**src/rtl/b2r_pkg.sv**
```systemverilog
package b2r_pkg;

  function automatic int unsigned clog2u(input int unsigned v);
    int unsigned r;
    r = 0;
    while ((32'd1 << r) < v) r++;
    return (r == 0) ? 1 : r;
  endfunction

  // stages needed: k + (s-1)(k-r) >= n
  function automatic int unsigned stage_cnt(input int unsigned n, input int unsigned k,
                                            input int unsigned r);
    if (n <= k) return 1;
    return 1 + (n - k + (k - r) - 1) / (k - r);
  endfunction

  function automatic int unsigned consumed_before(input int unsigned n, input int unsigned k,
                                                  input int unsigned r, input int unsigned j);
    int unsigned first;
    first = (n < k) ? n : k;
    if (j == 0) return 0;
    return first + (j - 1) * (k - r);
  endfunction

  function automatic int unsigned grp_w(input int unsigned n, input int unsigned k,
                                        input int unsigned r, input int unsigned j);
    int unsigned left;
    if (j == 0) return (n < k) ? n : k;
    left = n - consumed_before(n, k, r, j);
    return (left < (k - r)) ? left : (k - r);
  endfunction

endpackage

```
**src/rtl/b2r_stage.sv**
```systemverilog
module b2r_stage #(
  parameter int unsigned DATA_W = 16,
  parameter int unsigned MOD    = 3,
  parameter int unsigned RAIL_W = 2,
  parameter int unsigned GRP_W  = 4,
  parameter int unsigned LSB    = 0,
  parameter bit          FIRST  = 1'b0
) (
  input  logic              clk_i,
  input  logic              rst_ni,
  input  logic              valid_i,
  input  logic [DATA_W-1:0] data_i,
  input  logic [RAIL_W-1:0] rail_i,
  output logic              valid_o,
  output logic [DATA_W-1:0] data_o,
  output logic [RAIL_W-1:0] rail_o
);
  localparam int unsigned IDX_W = FIRST ? GRP_W : RAIL_W + GRP_W;
  localparam int unsigned DEPTH = 1 << IDX_W;

  logic [IDX_W-1:0]  idx;
  logic [RAIL_W-1:0] tbl [DEPTH];

  // address {rail, bits} equals rail*2^g + bits, so entry e is e mod MOD
  for (genvar e = 0; e < DEPTH; e++) begin : g_tbl
    assign tbl[e] = RAIL_W'(e % MOD);
  end

  if (FIRST) begin : g_first
    logic unused_rail;
    assign unused_rail = ^rail_i;
    assign idx = data_i[LSB +: GRP_W];
  end else begin : g_next
    assign idx = {rail_i, data_i[LSB +: GRP_W]};
  end

  always_ff @(posedge clk_i or negedge rst_ni) begin
    if (!rst_ni) begin
      valid_o <= 1'b0;
      data_o  <= '0;
      rail_o  <= '0;
    end else begin
      valid_o <= valid_i;
      if (valid_i) begin
        data_o <= data_i;
        rail_o <= tbl[idx];
      end
    end
  end


  rail_range_chk: assert property (@(posedge clk_i) disable iff (!rst_ni)
    valid_o |-> (32'(rail_o) < MOD));

endmodule

```
**src/rtl/b2r_hold_pipe.sv**
```systemverilog
module b2r_hold_pipe #(
  parameter int unsigned DEPTH = 1,
  parameter int unsigned W     = 4
) (
  input  logic         clk_i,
  input  logic         rst_ni,
  input  logic         valid_i,
  input  logic [W-1:0] data_i,
  output logic         valid_o,
  output logic [W-1:0] data_o
);
  if (DEPTH == 0) begin : g_pass
    assign valid_o = valid_i;
    assign data_o  = data_i;
  end else begin : g_regs
    logic         v_q [DEPTH];
    logic [W-1:0] d_q [DEPTH];

    always_ff @(posedge clk_i or negedge rst_ni) begin
      if (!rst_ni) begin
        for (int i = 0; i < DEPTH; i++) begin
          v_q[i] <= 1'b0;
          d_q[i] <= '0;
        end
      end else begin
        v_q[0] <= valid_i;
        if (valid_i) d_q[0] <= data_i;
        for (int i = 1; i < DEPTH; i++) begin
          v_q[i] <= v_q[i-1];
          if (v_q[i-1]) d_q[i] <= d_q[i-1];
        end
      end
    end

    assign valid_o = v_q[DEPTH-1];
    assign data_o  = d_q[DEPTH-1];
  end
endmodule

```
**src/rtl/b2r_lane.sv**
```systemverilog
module b2r_lane #(
  parameter int unsigned DATA_W  = 16,
  parameter int unsigned STAGE_W = 6,
  parameter int unsigned MOD     = 3,
  parameter int unsigned LAT     = 6,
  parameter int unsigned RES_W   = 4
) (
  input  logic              clk_i,
  input  logic              rst_ni,
  input  logic              valid_i,
  input  logic [DATA_W-1:0] data_i,
  output logic              valid_o,
  output logic [RES_W-1:0]  res_o
);
  localparam int unsigned RAIL_W = b2r_pkg::clog2u(MOD);
  localparam int unsigned S      = b2r_pkg::stage_cnt(DATA_W, STAGE_W, RAIL_W);
  localparam int unsigned PAD    = LAT - S;

  logic              v  [S+1];
  logic [DATA_W-1:0] d  [S+1];
  logic [RAIL_W-1:0] rl [S+1];
  logic [RAIL_W-1:0] rail_out;
  logic              unused_data;

  assign v[0]  = valid_i;
  assign d[0]  = data_i;
  assign rl[0] = '0;

  for (genvar j = 0; j < S; j++) begin : g_stage
    localparam int unsigned G   = b2r_pkg::grp_w(DATA_W, STAGE_W, RAIL_W, j);
    localparam int unsigned LSB = DATA_W - b2r_pkg::consumed_before(DATA_W, STAGE_W, RAIL_W, j) - G;
    b2r_stage #(
      .DATA_W(DATA_W), .MOD(MOD), .RAIL_W(RAIL_W),
      .GRP_W(G), .LSB(LSB), .FIRST(j == 0)
    ) u_stage (
      .clk_i  (clk_i),
      .rst_ni (rst_ni),
      .valid_i(v[j]),
      .data_i (d[j]),
      .rail_i (rl[j]),
      .valid_o(v[j+1]),
      .data_o (d[j+1]),
      .rail_o (rl[j+1])
    );
  end

  assign unused_data = ^d[S];

  b2r_hold_pipe #(.DEPTH(PAD), .W(RAIL_W)) u_pad (
    .clk_i  (clk_i),
    .rst_ni (rst_ni),
    .valid_i(v[S]),
    .data_i (rl[S]),
    .valid_o(valid_o),
    .data_o (rail_out)
  );

  assign res_o = RES_W'(rail_out);


  res_range_chk: assert property (@(posedge clk_i) disable iff (!rst_ni)
    valid_o |-> (32'(res_o) < MOD));


  res_hold_chk: assert property (@(posedge clk_i) disable iff (!rst_ni)
    !valid_o |-> $stable(res_o));

endmodule

```
**src/rtl/b2r_cascade_conv.sv**
```systemverilog
module b2r_cascade_conv #(
  parameter int unsigned DATA_W           = 16,
  parameter int unsigned STAGE_W          = 6,
  parameter int unsigned NUM_MOD          = 4,
  parameter int unsigned MODULI [NUM_MOD] = '{3, 7, 11, 13},
  parameter int unsigned RES_W            = 4
) (
  input  logic                     clk_i,
  input  logic                     rst_ni,
  input  logic                     valid_i,
  input  logic [DATA_W-1:0]        data_i,
  output logic                     valid_o,
  output logic [NUM_MOD*RES_W-1:0] residue_o
);
  function automatic int unsigned worst_lat();
    int unsigned w;
    w = 0;
    for (int i = 0; i < NUM_MOD; i++) begin
      int unsigned s;
      s = b2r_pkg::stage_cnt(DATA_W, STAGE_W, b2r_pkg::clog2u(MODULI[i]));
      if (s > w) w = s;
    end
    return w;
  endfunction

  localparam int unsigned LAT   = worst_lat();
  localparam int unsigned CNT_W = $clog2(LAT + 2);

  logic [NUM_MOD-1:0] lane_v;

  for (genvar i = 0; i < NUM_MOD; i++) begin : g_lane
    b2r_lane #(
      .DATA_W(DATA_W), .STAGE_W(STAGE_W), .MOD(MODULI[i]),
      .LAT(LAT), .RES_W(RES_W)
    ) u_lane (
      .clk_i  (clk_i),
      .rst_ni (rst_ni),
      .valid_i(valid_i),
      .data_i (data_i),
      .valid_o(lane_v[i]),
      .res_o  (residue_o[i*RES_W +: RES_W])
    );
  end

  assign valid_o = lane_v[0];

  // words in flight, for the checks below only
  logic [CNT_W-1:0] inflight_q;
  always_ff @(posedge clk_i or negedge rst_ni) begin
    if (!rst_ni) inflight_q <= '0;
    else         inflight_q <= inflight_q + CNT_W'(valid_i) - CNT_W'(valid_o);
  end


  lane_align_chk: assert property (@(posedge clk_i) disable iff (!rst_ni)
    (lane_v == '0) || (lane_v == '1));


  inflight_bound_chk: assert property (@(posedge clk_i) disable iff (!rst_ni)
    32'(inflight_q) <= LAT);


  no_spurious_chk: assert property (@(posedge clk_i) disable iff (!rst_ni)
    valid_o |-> (inflight_q != '0));

endmodule

```
**config.mk**
```make
export PLATFORM = sky130hd
export DESIGN_NAME = b2r_cascade_conv
export DESIGN_NICKNAME = d
export VERILOG_FILES = /design/src/rtl/b2r_pkg.sv /design/src/rtl/b2r_stage.sv /design/src/rtl/b2r_hold_pipe.sv /design/src/rtl/b2r_lane.sv /design/src/rtl/b2r_cascade_conv.sv
export SDC_FILE = /design/constraint.sdc
export NUM_CORES = 1
export LEC_CHECK = 0
export ABC_AREA = 1
export BUFFER_PORTS_ARGS = -buffer_cell sky130_fd_sc_hd__buf_4
export CAP_MARGIN = 15
export CORE_UTILIZATION = 41
export DETAILED_ROUTE_END_ITERATION = 10
export GPL_TIMING_DRIVEN = 0
export SLEW_MARGIN = 10
export SYNTH_ARGS = -nofsm -noshare
export SYNTH_HDL_FRONTEND = slang
export SYNTH_SLANG_ARGS = --single-unit
```
**constraint.sdc**
```tcl
create_clock -name clk_i -period 1.9 [get_ports clk_i]
set_input_delay 0.19 -clock clk_i [delete_from_list [all_inputs] [get_ports clk_i]]
set_output_delay 0.19 -clock clk_i [all_outputs]
set_load 0.005 [all_outputs]
```
### Word-level counts from Yosys, hierarchy flattened

Memory sizes are Yosys's and may differ from the RTL's. A register that Yosys moved wholly into a read port is not among the register bits.
Cells that the tools add are included.

| word-level totals | value |
|---|---|
| bits in registers | 43 |
| word-level logic and storage cells | 74 |
| memories | 21 |
| output and inout port bits | 17 |
| bits in read-only memories | 4304 |

| cells by class | value |
|---|---|
| bitwise logic cells | 18 |
| reductions and logical operators | 21 |

Memory list:

| memory | depth | bits a word | rd ports | clocked after Yosys merged registers in | write ports | line | RTL |
|---|---|---|---|---|---|---|---|
| (name not given) | 64 | 4 | 1 | 1 | 0 | b2r_stage.sv:46 | `rail_o <= tbl[idx];` |
| (name not given) | 64 | 4 | 1 | 1 | 0 | b2r_stage.sv:46 |  |
| (name not given) | 64 | 4 | 1 | 1 | 0 | b2r_stage.sv:46 |  |
| (name not given) | 64 | 4 | 1 | 1 | 0 | b2r_stage.sv:46 |  |
| (name not given) | 64 | 4 | 1 | 1 | 0 | b2r_stage.sv:46 |  |
| (name not given) | 64 | 4 | 1 | 1 | 0 | b2r_stage.sv:46 |  |
| +15 memories | n/a | n/a | n/a | n/a | n/a | n/a |  |

Operators by type and width:

| cell | count |
|---|---|
| $not A6 Y7 | 16 |
| $logic_not A1 Y1 | 21 |
| $not A4 Y5 | 2 |

### Depth between registers and ports, before layout

| logic depth | value |
|---|---|
| depth after elaboration | 1 |
| mapped depth | 13 |

### Cells and area by module

A second synthesis with hierarchy kept.

| second synthesis, totals | value |
|---|---|
| cell total of the unflattened synthesis | 3274 |
| area total of the unflattened synthesis | 24459.7 µm² |

By module, submodules not included:

| module | area an instance (µm²) | cells each | instances |
|---|---|---|---|
| b2r_stage at g_lane[2].u_lane.g_stage[1].u_stage ... | 1261.2 | 169 | 5 |
| b2r_stage at g_lane[3].u_lane.g_stage[1].u_stage ... | 1221.2 | 166 | 5 |
| b2r_stage at g_lane[1].u_lane.g_stage[1].u_stage ... | 1183.6 | 171 | 3 |
| b2r_stage at g_lane[0].u_lane.g_stage[1].u_stage ... | 862.1 | 106 | 2 |
| b2r_stage at g_lane[3].u_lane.g_stage[0].u_stage | 1296.2 | 179 | 1 |
| b2r_stage at g_lane[2].u_lane.g_stage[0].u_stage | 1231.2 | 166 | 1 |
| b2r_stage at g_lane[1].u_lane.g_stage[0].u_stage | 1211.2 | 170 | 1 |
| b2r_stage at g_lane[1].u_lane.g_stage[4].u_stage | 897.1 | 104 | 1 |
| b2r_stage at g_lane[0].u_lane.g_stage[0].u_stage | 839.6 | 105 | 1 |
| b2r_stage at g_lane[0].u_lane.g_stage[3].u_stage | 829.5 | 97 | 1 |
| b2r_hold_pipe at g_lane[0].u_lane.u_pad | 217.7 | 22 | 1 |
| b2r_hold_pipe at g_lane[1].u_lane.u_pad | 137.6 | 14 | 1 |
| b2r_hold_pipe at g_lane[2].u_lane.u_pad ... | 37.5 | 5 | 2 |
| b2r_lane at g_lane[0].u_lane | 18.8 | 3 | 1 |
| +2 rows | n/a | n/a | n/a |

### Worst setup path before layout

OpenSTA, ideal clock, no wires.

| path | value |
|---|---|
| path type | register to register |
| start point | reg g_lane[3].u_lane.g_stage[0].u_stage.data_o[8] |
| end point | reg g_lane[3].u_lane.g_stage[1].u_stage.rail_o[0] |
| arrival time | 1638 ps |
| clock period less this slack | 1704 ps |
| cell stages (with the launch flop) | 12 |
| setup slack | 196 ps |
| cell sequence | dfrtp_1 buf_6 inv_2 buf_6 ha_1 inv_1 nand2_1 o21ai_0 o21ai_0 nand2_1 nand3_1 nand2_1 |

| on the way | value |
|---|---|
| word-level cells in the longest chain between the ends | 1 |

Ends and longest elaborated chain:

| element | line | RTL |
|---|---|---|
| start, declared | b2r_stage.sv:15 | `output logic [DATA_W-1:0] data_o,` |
| start signal, assigned | b2r_stage.sv:45 | `data_o <= data_i;` |
| $not A6 Y7 (implied by the code) | b2r_stage.sv:46 |  |
| end, declared | b2r_stage.sv:16 | `output logic [RAIL_W-1:0] rail_o` |

Every way passes these cells.
A chain may end at the register's enable or synchronous reset.

### Worst setup path in the final report

| path | value |
|---|---|
| start point | reg g_lane[3].u_lane.g_stage[0].u_stage.data_o[8] |
| end point | reg g_lane[3].u_lane.g_stage[1].u_stage.rail_o[3] |

Same word-level chain as after synthesis.

==> flow_summary_export.csv <==
group,metric,value,unit
pwr,power_switching,6.56,mW
sta,setup_ws,0.116,ns
clock_tree,cts.path.max_buffers,2,
drt,avgViaCountPerCell,5.38,
clock_tree,cts.sinks,114,
yosys,yosysTopAreaCellShare,0.260,
yosys,ys_ff_latch,114,
clock_tree,cts_inserted_buffers,17,
yosys,synth_area_leaders,"dfrtp_1 (26%), nand2_1 (23%), nand3_1 (15%)",
die,fp.dieH,166,um
yosys,syn_avg_cell_area,6.07,um2
clock_tree,clk_latency,0.42,ns
yosys,syn_inst,1808,
job,maxCapViolCount,0,
drt,ant_nets,0,
die,io-pin-count,36,
global_route,antenna_found_initial,0,
pwr,powerDensity,1150,mW/mm2
critical_path,r2r_slack,0.12,ns
pwr,seqPwrFrac,0.262,
sta,final-hold-violation-count,0,
final_layout,area_growth,14.7,%
pwr,clock_power_share,0.239,
critical_path,crit_path_end,"g_lane[3].u_lane.g_stage[1].u_stage.rail_o[3]",
drt,drc,2,
yosys,synth_top_area_cell,"dfrtp_1",
critical_path,r2r-end,"g_lane[3].u_lane.g_stage[1].u_stage.rail_o[3]",
run_status,failed_checks,"DRC",
final_layout,post-route-util,0.482,
drt,num_vias,12000,
drt,drt_pre_antenna_iters,8,
die,initial_core_util,0.420,
pwr,p_comb_frac,0.500,
sta,min_period,1.78,ns
clock_tree,path_clk_slew,0.06,ns
sta,setup_viol,0,
min_path,hp-start,"data_i[15]",
final_layout,num-nets-final,1975,
die,num_rows,59,
place,pre_cts_ws,-0.217,ns
pwr,intPower,7.99,mW
critical_path,reg2reg_from,"g_lane[3].u_lane.g_stage[0].u_stage.data_o[8]",
pwr,fin_total_pwr,14.5,mW
sta,drv_slew,0,
critical_path,worst_setup_path_start_kind,"flop",
die,die_x,166,um
sta,rsz0062_at_grt,"false",
global_route,track_usage,0.242,
sta,timing.fmax,561,MHz
pwr,peakVddDrop,0.601,mV
drt,drt_iter0_markers,968,
run_status,status,"complete, but fails checks",
clock_tree,htree_levels,4,
die,design.die.area,0.0274,mm2
place,port_buffers,32,
clock_tree,root_buffer,"clkbuf_16",
global_route,grt_pass1_wl,55500,um
place,gp_congestion,0.924,
min_path,holdCritPathClass,"input port to flop",
clock_tree,cts_tree,"built",
final_layout,layout_commonest_cell,"nand2_1",
global_route,grt_max_degree,63,
yosys,synth_cell_type_count,31,
yosys,yosys_warnings,0,
sta,period_share,0.939,
critical_path,end_kind,"flop",
sta,setup_tns,0,ns
sta,worst_slew_pin_slew,0.631,ns
final_layout,final_cell_mix,"nand2_1 (686), nand3_1 (321), o21ai_0 (141)",
final_layout,n_antenna_cell,0,
min_path,min_path_cells,5,
sta,slew_headroom,0.579,
place,place_hpwl,24100,um
yosys,synth-seq-area-share,0.260,
critical_path,arrival,2.06,ns
critical_path,crit_fanout,15,
critical_path,cp-startpoint,"g_lane[3].u_lane.g_stage[0].u_stage.data_o[8]",
critical_path,worstSetupPathType,"flop to flop",
pwr,swShare,0.451,
pwr,p_leak,6.51,nW
drt,wl_per_cell,14.7,um
critical_path,worstPathRequired,2.17,ns
critical_path,r2r_cells,11,
drt,wirelength,32700,um
global_route,overflow,0,
die,coreArea,0.0261,mm2
global_route,grt_pass1_vias,11300,
final_layout,drive_gt1_frac,0.106,
sta,skew,0.0109,ns
yosys,syn_area,0.0110,mm2
## cell families after synthesis
family                     after synthesis  share of synthesized area
AOI/OAI and AO/OA                      294                      0.144
other                                    1                   0.000342
buffers and inverters                  244                      0.103
and+or+nand+nor                       1084                      0.412
DFF                                    114                      0.260
adders and majority gates               71                     0.0809
## metrics by stage
step | hold slack [ns] | cell area [um2] | cells
3_3_place_gp | 0.306 | 11600 | 2177
3_5_place_dp | 0.217 | 11700 | 2178
6_report | 0.149 | 12600 | 2233
5_1_grt | 0.147 | 12600 | 2233
4_1_cts | 0.137 | 12500 | 2223
2_1_floorplan | -0.106 | 11000 | 1810
## worst max-delay path, stage by stage, from the launching register on
cell and delay, ns:
dfrtp_2 0.41, buf_6 0.15, inv_2 0.09, buf_12 0.16
ha_1 0.17, inv_1 0.09, nand3_1 0.11, o21ai_0 0.10
o21ai_1 0.14, nand2_1 0.07, nand2_1 0.06, o21ai_0 0.08
## power groups by stage
stage,clock (mW),combinational (mW),sequential [mW]
global placement,0,7.02,3.83
CTS,3.55,7.14,3.80
floorplan,0,5.40,3.63
global route,3.66,8.37,3.91
finish,3.47,7.27,3.81
detailed placement,0,7.07,3.84
## worst min path at each step
stage,end,slack (ns)
finish,g_lane[1].u_lane.g_stage[0].u_stage.rail_o[1],0.15
global route,g_lane[1].u_lane.g_stage[0].u_stage.rail_o[1],0.15
CTS,g_lane[1].u_lane.g_stage[0].u_stage.rail_o[1],0.14
detailed placement,g_lane[2].u_lane.g_stage[3].u_stage.rail_o[1],0.22
global placement,g_lane[3].u_lane.g_stage[0].u_stage.valid_o,0.31
floorplan,g_lane[0].u_lane.g_stage[0].u_stage.rail_o[0],-0.11
## sequential cells by signal (all words and copies together) (netlist names)
name and flops:
g_lane.u_lane.u_pad.valid_o 1, g_lane.u_lane.u_pad.g_regs.d_q 2, g_lane.u_lane.g_stage.u_stage.data_o 30, g_lane.u_lane.g_stage.u_stage.valid_o 5, g_lane.u_lane.g_stage.u_stage.rail_o 71, g_lane.u_lane.u_pad.data_o 5
## layout make-up
cell class	instances	area (um2)
plain buffers	95	583
flip-flops and latches	114	2870
multi-input cells	1452	7040
clock inverters	15	208
well taps	335	419
clock buffers	17	425
inverters	149	584
fillers	2773	13500
repair buffers	56	474
## per-layer routing
metal  share of wire  vias to the layer above  track usage  wire length, um
met5               0                        -            0                0
met4           0.020                        0       0.0784              641
met3           0.045                       43       0.0301             1470
met2            0.49                      354        0.432            16200
met1            0.44                     5513        0.303            14400
li1                -                     6112            -                -
## synthesized netlist by cell type
master / instances
clkinv_1: 7
nand3_1: 321
buf_6: 7
nand2_2: 3
a21oi_1: 101
o21ai_0: 143
nor3_1: 4
a31oi_1: 1
nand4_1: 10
inv_6: 1
nand2_1: 686
buf_2: 48
clkbuf_1: 13
o21ai_1: 7
nand2_4: 1
a41oi_1: 1
ha_1: 71
conb_1: 1
nor2_1: 56
buf_1: 2
a21oi_2: 1
buf_8: 1
inv_1: 123
o22ai_1: 2
buf_4: 23
dfrtp_1: 114
nor2_2: 1
clkbuf_2: 1
o211ai_1: 38
nand3b_1: 2
inv_2: 18
## timing repair
item | 4_1_cts | 5_1_grt
endpoints found under the hold margin | 72 | 0
hold buffers | 12 | 0
gates resized for setup | 12 | 21
buffers inserted | 1 | 10
endpoints found under the setup margin | 13 | 23
Power figures use the tool's default switching activity.
